File: src/rtl/knk_pkg.sv
package knk_pkg;
    localparam int SAMPLE_W = 16;
    localparam int PROB_W   = 8;
    localparam int AMP_W    = 8;
    localparam int LFSR_W   = 32;
    localparam int TAB_IDX_W = 6;

    typedef enum logic [1:0] {
        ST_IDLE   = 2'd0,
        ST_DECIDE = 2'd1,
        ST_BURST  = 2'd2
    } knk_state_e;

    // quarter-wave magnitude, 0..16 covers 0..90 degrees
    function automatic logic [SAMPLE_W-2:0] quarter_mag(input logic [4:0] k);
        logic [SAMPLE_W-2:0] v;
        unique case (k)
            5'd0:  v = 15'd0;
            5'd1:  v = 15'd3212;
            5'd2:  v = 15'd6393;
            5'd3:  v = 15'd9512;
            5'd4:  v = 15'd12539;
            5'd5:  v = 15'd15446;
            5'd6:  v = 15'd18204;
            5'd7:  v = 15'd20787;
            5'd8:  v = 15'd23170;
            5'd9:  v = 15'd25329;
            5'd10: v = 15'd27245;
            5'd11: v = 15'd28898;
            5'd12: v = 15'd30273;
            5'd13: v = 15'd31356;
            5'd14: v = 15'd32137;
            5'd15: v = 15'd32609;
            5'd16: v = 15'd32767;
            default: v = 15'd0;
        endcase
        return v;
    endfunction
endpackage

File: src/rtl/knk_lfsr.sv
module knk_lfsr
    import knk_pkg::*;
#(
    parameter logic [LFSR_W-1:0] SEED = 32'h1D2C3B4A,
    parameter logic [LFSR_W-1:0] MASK = 32'h80200003
) (
    input  logic              clk_i,
    input  logic              rst_ni,
    input  logic              step_i,
    output logic [LFSR_W-1:0] state_o
);
    logic [LFSR_W-1:0] state_q;
    logic [LFSR_W-1:0] state_next;

    always_comb begin
        state_next = state_q >> 1;
        if (state_q[0]) begin
            state_next = state_next ^ MASK;
        end
    end

    always_ff @(posedge clk_i) begin
        if (!rst_ni) begin
            state_q <= SEED;
        end else if (step_i) begin
            state_q <= state_next;
        end
    end

    assign state_o = state_q;


    lfsr_nonzero_chk: assert property (@(posedge clk_i) disable iff (!rst_ni)
        state_q != '0);


    lfsr_hold_chk: assert property (@(posedge clk_i) disable iff (!rst_ni)
        !step_i |=> $stable(state_q));
endmodule

File: src/rtl/knk_sine_rom.sv
module knk_sine_rom
    import knk_pkg::*;
(
    input  logic [TAB_IDX_W-1:0]       idx_i,
    output logic signed [SAMPLE_W-1:0] wave_o
);
    logic [1:0]          quad;
    logic [3:0]          sub;
    logic [4:0]          k;
    logic [SAMPLE_W-2:0] mag;

    assign quad = idx_i[5:4];
    assign sub  = idx_i[3:0];

    always_comb begin
        if (quad[0]) begin
            k = 5'd16 - {1'b0, sub};
        end else begin
            k = {1'b0, sub};
        end
        mag = quarter_mag(k);
        if (quad[1]) begin
            wave_o = -$signed({1'b0, mag});
        end else begin
            wave_o = $signed({1'b0, mag});
        end
    end
endmodule

File: src/rtl/knk_envelope.sv
module knk_envelope
    import knk_pkg::*;
#(
    parameter int LEN_W = 4,
    localparam int REM_W = (1 << LEN_W),
    localparam int PROD_W = AMP_W + REM_W
) (
    input  logic             clk_i,
    input  logic             rst_ni,
    input  logic             load_i,
    input  logic             step_i,
    input  logic [LEN_W-1:0] len_log2_i,
    input  logic [AMP_W-1:0] amp_i,
    output logic [AMP_W-1:0] env_o,
    output logic             last_o
);
    logic [REM_W-1:0]  rem_q;
    logic [LEN_W-1:0]  len_q;
    logic [AMP_W-1:0]  amp_q;
    logic [PROD_W-1:0] prod;
    logic [REM_W:0]    rem_cap;

    always_ff @(posedge clk_i) begin
        if (!rst_ni) begin
            rem_q <= '0;
            len_q <= '0;
            amp_q <= '0;
        end else if (load_i) begin
            rem_q <= REM_W'(1) << len_log2_i;
            len_q <= len_log2_i;
            amp_q <= amp_i;
        end else if (step_i && rem_q != '0) begin
            rem_q <= rem_q - REM_W'(1);
        end
    end

    assign prod   = PROD_W'(amp_q) * PROD_W'(rem_q);
    assign env_o  = AMP_W'(prod >> len_q);
    assign last_o = (rem_q == REM_W'(1));

    assign rem_cap = (REM_W+1)'(1) << len_q;


    rem_range_chk: assert property (@(posedge clk_i) disable iff (!rst_ni)
        {1'b0, rem_q} <= rem_cap);


    env_bound_chk: assert property (@(posedge clk_i) disable iff (!rst_ni)
        env_o <= amp_q);
endmodule

File: src/rtl/knock_burst_gen.sv
module knock_burst_gen
    import knk_pkg::*;
#(
    parameter int NCYL    = 4,
    parameter int PHASE_W = 16,
    parameter int LEN_W   = 4,
    parameter int SPEED_W = 16,
    parameter int GAIN_W  = 8,
    parameter int GAIN_SH = 8,
    parameter logic [31:0] LFSR_SEED = 32'h1D2C3B4A,
    localparam int CYL_W  = (NCYL > 1) ? $clog2(NCYL) : 1,
    localparam int SPROD_W = SPEED_W + GAIN_W,
    localparam int EXT_W  = SPROD_W + PHASE_W,
    localparam int MULT_W = SAMPLE_W + AMP_W + 1
) (
    input  logic                     clk_i,
    input  logic                     rst_ni,
    input  logic                     evt_i,
    input  logic [CYL_W-1:0]         evt_cyl_i,
    input  logic [SPEED_W-1:0]       speed_i,
    input  logic [NCYL*PROB_W-1:0]   cfg_prob_i,
    input  logic [NCYL*AMP_W-1:0]    cfg_amp_i,
    input  logic                     cfg_mode_i,
    input  logic [PHASE_W-1:0]       cfg_fixed_inc_i,
    input  logic [GAIN_W-1:0]        cfg_gain_i,
    input  logic [LEN_W-1:0]         cfg_len_log2_i,
    output logic                     active_o,
    output logic [SAMPLE_W-1:0]      sample_o
);
    knk_state_e state_q, state_next;

    logic [CYL_W-1:0]        cyl_q;
    logic [LFSR_W-1:0]       lfsr_state;
    logic [PROB_W-1:0]       prob_sel;
    logic [AMP_W-1:0]        amp_sel;
    logic [AMP_W-1:0]        amp_q;
    logic                    knock;
    logic                    env_load;
    logic                    env_step;
    logic [AMP_W-1:0]        env;
    logic                    env_last;
    logic [PHASE_W-1:0]      phase_q;
    logic [PHASE_W-1:0]      inc;
    logic [EXT_W-1:0]        speed_ext;
    logic signed [SAMPLE_W-1:0] wave;
    logic signed [MULT_W-1:0]   mult;
    logic [SAMPLE_W-1:0]     sample_q;

    // ---------------- random source ----------------
    knk_lfsr #(
        .SEED (LFSR_SEED),
        .MASK (32'h80200003)
    ) lfsr_i (
        .clk_i   (clk_i),
        .rst_ni  (rst_ni),
        .step_i  (evt_i),
        .state_o (lfsr_state)
    );

    // ---------------- per-cylinder selection ----------------
    assign prob_sel = cfg_prob_i[cyl_q*PROB_W +: PROB_W];
    assign amp_sel  = cfg_amp_i[cyl_q*AMP_W +: AMP_W];
    assign knock    = ({1'b0, lfsr_state[LFSR_W-1 -: 7]} < prob_sel);

    // ---------------- state register ----------------
    always_ff @(posedge clk_i) begin
        if (!rst_ni) begin
            state_q <= ST_IDLE;
            cyl_q   <= '0;
        end else begin
            state_q <= state_next;
            if (evt_i) begin
                cyl_q <= evt_cyl_i;
            end
        end
    end

    always_comb begin
        state_next = state_q;
        unique case (state_q)
            ST_IDLE: begin
                if (evt_i) state_next = ST_DECIDE;
            end
            ST_DECIDE: begin
                if (evt_i)      state_next = ST_DECIDE;
                else if (knock) state_next = ST_BURST;
                else            state_next = ST_IDLE;
            end
            ST_BURST: begin
                if (evt_i)         state_next = ST_DECIDE;
                else if (env_last) state_next = ST_IDLE;
                else               state_next = ST_BURST;
            end
            default: state_next = ST_IDLE;
        endcase
    end

    // ---------------- envelope ----------------
    assign env_load = (state_q == ST_DECIDE) && !evt_i && knock;
    assign env_step = (state_q == ST_BURST);

    knk_envelope #(
        .LEN_W (LEN_W)
    ) env_i (
        .clk_i      (clk_i),
        .rst_ni     (rst_ni),
        .load_i     (env_load),
        .step_i     (env_step),
        .len_log2_i (cfg_len_log2_i),
        .amp_i      (amp_sel),
        .env_o      (env),
        .last_o     (env_last)
    );

    // ---------------- phase step and accumulator ----------------
    assign speed_ext = EXT_W'(speed_i) * EXT_W'(cfg_gain_i);

    generate
        if (GAIN_SH + PHASE_W <= EXT_W) begin : g_inc
            always_comb begin
                if (cfg_mode_i) inc = speed_ext[GAIN_SH +: PHASE_W];
                else            inc = cfg_fixed_inc_i;
            end
        end else begin : g_inc_narrow
            always_comb begin
                if (cfg_mode_i) inc = PHASE_W'(speed_ext >> GAIN_SH);
                else            inc = cfg_fixed_inc_i;
            end
        end
    endgenerate

    always_ff @(posedge clk_i) begin
        if (!rst_ni) begin
            phase_q <= '0;
            amp_q   <= '0;
        end else if (env_load) begin
            phase_q <= '0;
            amp_q   <= amp_sel;
        end else if (state_q == ST_BURST) begin
            phase_q <= phase_q + inc;
        end
    end

    knk_sine_rom rom_i (
        .idx_i  (phase_q[PHASE_W-1 -: TAB_IDX_W]),
        .wave_o (wave)
    );

    assign mult = MULT_W'(wave) * $signed({{(MULT_W-AMP_W){1'b0}}, env});

    // ---------------- output process ----------------
    always_ff @(posedge clk_i) begin
        if (!rst_ni) begin
            sample_q <= '0;
        end else if (state_q == ST_BURST) begin
            sample_q <= mult[AMP_W +: SAMPLE_W];
        end else begin
            sample_q <= '0;
        end
    end

    assign active_o = (state_q == ST_BURST);
    assign sample_o = sample_q;

    // ---------------- assertions ----------------
    logic [SAMPLE_W:0]   sample_mag;
    logic [AMP_W+7:0]    mag_bound;
    assign sample_mag = sample_q[SAMPLE_W-1] ? ((SAMPLE_W+1)'(0) - {sample_q[SAMPLE_W-1], sample_q})
                                             : {1'b0, sample_q};
    assign mag_bound  = {amp_q, 7'b0};


    evt_to_decide_chk: assert property (@(posedge clk_i) disable iff (!rst_ni)
        evt_i |=> (state_q == ST_DECIDE));


    zero_prob_chk: assert property (@(posedge clk_i) disable iff (!rst_ni)
        (state_q == ST_DECIDE && prob_sel == '0 && !evt_i) |=> (state_q == ST_IDLE));


    burst_end_chk: assert property (@(posedge clk_i) disable iff (!rst_ni)
        (state_q == ST_BURST && env_last && !evt_i) |=> (state_q == ST_IDLE));


    quiet_out_chk: assert property (@(posedge clk_i) disable iff (!rst_ni)
        (state_q != ST_BURST) |=> (sample_q == '0));


    sample_bound_chk: assert property (@(posedge clk_i) disable iff (!rst_ni)
        {{(AMP_W+8-SAMPLE_W-1 > 0 ? AMP_W+8-SAMPLE_W-1 : 0){1'b0}}, sample_mag} <= {1'b0, mag_bound});


    restart_chk: assert property (@(posedge clk_i) disable iff (!rst_ni)
        (state_q == ST_BURST && evt_i) |=> !active_o);
endmodule

File: config.mk
export PLATFORM = sky130hd
export DESIGN_NAME = knock_burst_gen
export DESIGN_NICKNAME = d
export VERILOG_FILES = /design/src/rtl/knk_pkg.sv /design/src/rtl/knk_lfsr.sv /design/src/rtl/knk_sine_rom.sv /design/src/rtl/knk_envelope.sv /design/src/rtl/knock_burst_gen.sv
export SDC_FILE = /design/constraint.sdc
export NUM_CORES = 1
export LEC_CHECK = 0
export ABC_AREA = 1
export CORE_MARGIN = 8
export CORE_UTILIZATION = 35
export CTS_CLUSTER_DIAMETER = 100
export DETAILED_ROUTE_END_ITERATION = 8
export DONT_BUFFER_PORTS = 1
export PLACE_DENSITY = 0.5
export SLEW_MARGIN = 15
export SYNTH_ARGS = -nofsm -noshare
export SYNTH_HDL_FRONTEND = slang
export SYNTH_SLANG_ARGS = --single-unit
export TNS_END_PERCENT = 100
File: constraint.sdc
create_clock -name clk_i -period 11.3 [get_ports clk_i]
set_input_delay 0.565 -clock clk_i [delete_from_list [all_inputs] [get_ports clk_i]]
set_output_delay 0.565 -clock clk_i [all_outputs]
set_load 0.01 [all_outputs]
==> flow_summary.ini <==
[synthesis]
synth_top_area_share_pct = 28.04
synthFlopType = dfxtp_1
synth_cell_types = 60
synth_fp_nets = 3283
synth_area_leaders = fa_1, nand2_1, inv_1
seq_area_frac_synth_pct = 10.12
ys_async_sr_fraction_pct = 0
yosysWarnings = 0
yosysTopAreaCell = fa_1
synth_edf_count = 0
mappedNetlistArea_um2 = 18990
avgSynthCellArea_um2 = 6.924
synth_seq_cells = 96
synth_cells = 2743

[critical_path]
crit_slowest_cell = dfxtp_1
required_ns = 11.57
slowest_delay_ns = 0.84
crit_path_end_kind = flop
crit_arrival_ns = 9.89
crit_path_start_kind = flop
cpMostUsedCell = fa_1
rr_worst_depth = 37
crit_fanout = 17
crit_type = flop to flop

[run]
maxCapViolations = 0

[clock_tree]
cts_tree = done
worstSkewPairLatency_ns = 0.38
numCtsBuffers = 9
clk_pin_slew_ns = 0.09
htree_levels = 3
post_cts_resized = 0
cts-root-buf = clkbuf_16
post-cts-setup-buffer-count = 0
ctsHoldBuffers = 0
cts_num_sinks = 96
cts_buffer_depth = 2

[drt]
drtAntennaViolNets = 0
drtIter0Drc = 1037
num_vias = 16624
first_pass_iters = 6
drcViolationCount = 0
viasPerCell = 4.980
drt_wl_total_mm = 50.97
wire_per_inst_um = 15.27

[run_status]
status = finished clean

[power]
power_density_nw_per_um2 = 99.50
power.leakage_nw = 10.20
peakVddDrop_v = 0.00009335

[sta]
grt_setup_unrepaired = no
slew_violations = 0
setup_viol = 0
finalHoldViolCount = 0
fin_crit_sh_pct = 85.12
fin_skew_ns = 0.01981
slew_headroom_pct = 32.72
worst_pin_slew_ns = 1.008
post-route-min-period_ns = 9.618
fmax_mhz = 104.0
setup_tns_ns = 0

[final_layout]
stdcell_area_um2 = 19730
fillers = 5697
syn_to_final_growth_pct = 3.874
diodes = 0
finish.utilization_pct = 36.73
final_nets = 3177
final_common_cell = nand2_1
layout-drive-gt1-share_pct = 2.460
most-common-layout-cells = nand2_1, inv_1, fa_1, nor2_1, ha_1

[floorplan]
die_area_um2 = 61970
core_um2 = 53710
initial_utilization_pct = 35.36
die-height_um = 248.9
pin_count = 131
std_cell_rows = 85
dieWidth_um = 248.9

[global_routing]
grt_pass1_wl_mm = 86.77
grt_overflow = 0
antenna_found_initial = 0
grt.total_usage_pct = 16.66
grt_max_degree = 51
first_global_vias = 17097

[placed_design]
place_congestion = 0.8657
post-dp-hpwl_mm = 41.60
portBuffers = 0
placed_area_um2 = 19420

[worst_hold_path]
min_path_type = primary input to flop
holdPathStages = 1
-- synth_stat cells (3+ instances only) --
| cell type | number |
|---|---|
| ha_1 | 160 |
| o21a_1 | 3 |
| nand4_1 | 13 |
| inv_1 | 572 |
| nor2_2 | 3 |
| or2_2 | 11 |
| and2_1 | 4 |
| xor2_1 | 31 |
| inv_2 | 10 |
| clkbuf_1 | 110 |
| nor3_1 | 16 |
| buf_2 | 5 |
| fa_1 | 266 |
| a21oi_1 | 122 |
| o21ai_0 | 115 |
| xnor2_1 | 21 |
| a21o_1 | 4 |
| a211oi_1 | 6 |
| o31ai_1 | 4 |
| a221oi_1 | 3 |
| buf_1 | 3 |
| nand2_1 | 710 |
| a31oi_1 | 37 |
| dfxtp_1 | 96 |
| nor2_1 | 206 |
| o21bai_1 | 5 |
| nand3_1 | 132 |
| o22ai_1 | 4 |
| o211ai_1 | 10 |
| nor4_1 | 5 |
| a32o_1 | 15 |
-- final timing paths --
check,startpoint,to,slack [ns]
setup reg to reg,env_i.amp_q[2],sample_o[15],1.68
hold reg to reg,lfsr_i.state_o[4],lfsr_i.state_o[3],0.45
hold / removal,rst_ni,lfsr_i.state_o[27],0.28
setup / recovery,env_i.amp_q[2],sample_o[15],1.68
-- area by class of cell --
type	count	area, um^2	area share [%]
Multi-Input combinational cell	1940	14390	72.96
Inverter	585	2198	11.14
Sequential cell	96	1922	9.742
Tap cell	696	870.8	4.414
Clock buffer	9	225.2	1.142
Clock inverter	7	81.33	0.4123
Timing Repair Buffer	5	37.54	0.1903
-- layer usage --
metal / share of wire (%) / global-route usage (%) / wire [um] / vias up
met5: 0 / 0 / 0 / -
met4: 1.5 / 3.802 / 782 / 0
met3: 3.9 / 1.773 / 1997 / 44
met2: 50 / 30.10 / 25630 / 318
met1: 44 / 21.13 / 22560 / 8106
li1: - / - / - / 8156
-- sequential cells by signal, indices dropped and copies added, names as in the netlist --
register,flops
cyl_q,2
env_i.len_q,4
state_q,2
env_i.rem_q,16
sample_o,16
lfsr_i.state_o,32
phase_q,16
env_i.amp_q,8
-- worst max-delay path, delay by kind of cell (launching register included) --
kind,cells,cell delay [ns]
adders and majority gates,10,4.67
AOI/OAI and AO/OA,8,1.76
and+or+nand+nor,12,1.59
DFF,1,0.84
buffers and inverters,6,0.48
xor gates and xnor gates,1,0.16
-- power breakdown --
part	internal, W	leakage, nW	switching (W)	total [W]
Clock	0.000159	0.150	0.000174	0.000333
Sequential	0.000358	0.786	0.0000424	0.000400
Combinational	0.000456	9.26	0.000774	0.00123
-- metrics by stage --
stage / setup WS (ns) / total power, W / instances / hold slack (ns)
after floorplan: 2.882 / 0.001337 / 2743 / 0.4171
after global placement: 1.907 / 0.001642 / 3322 / 0.4352
after detailed placement: 1.689 / 0.001648 / 3322 / 0.4447
after CTS: 1.637 / 0.002000 / 3338 / 0.2605
after global routing: 0.8895 / 0.002178 / 3338 / 0.2622
final: 1.682 / 0.001963 / 3338 / 0.2808
-- kinds of logic after synthesis --
family / synth area share, %
mux: 0.1054
compound gates: 10.60
fa+ha+maj: 38.58
simple gates: 23.83
flops: 10.12
xor+xnor: 2.655
buf+inv: 14.11
Note: power is estimated with default switching activity, not from simulation.
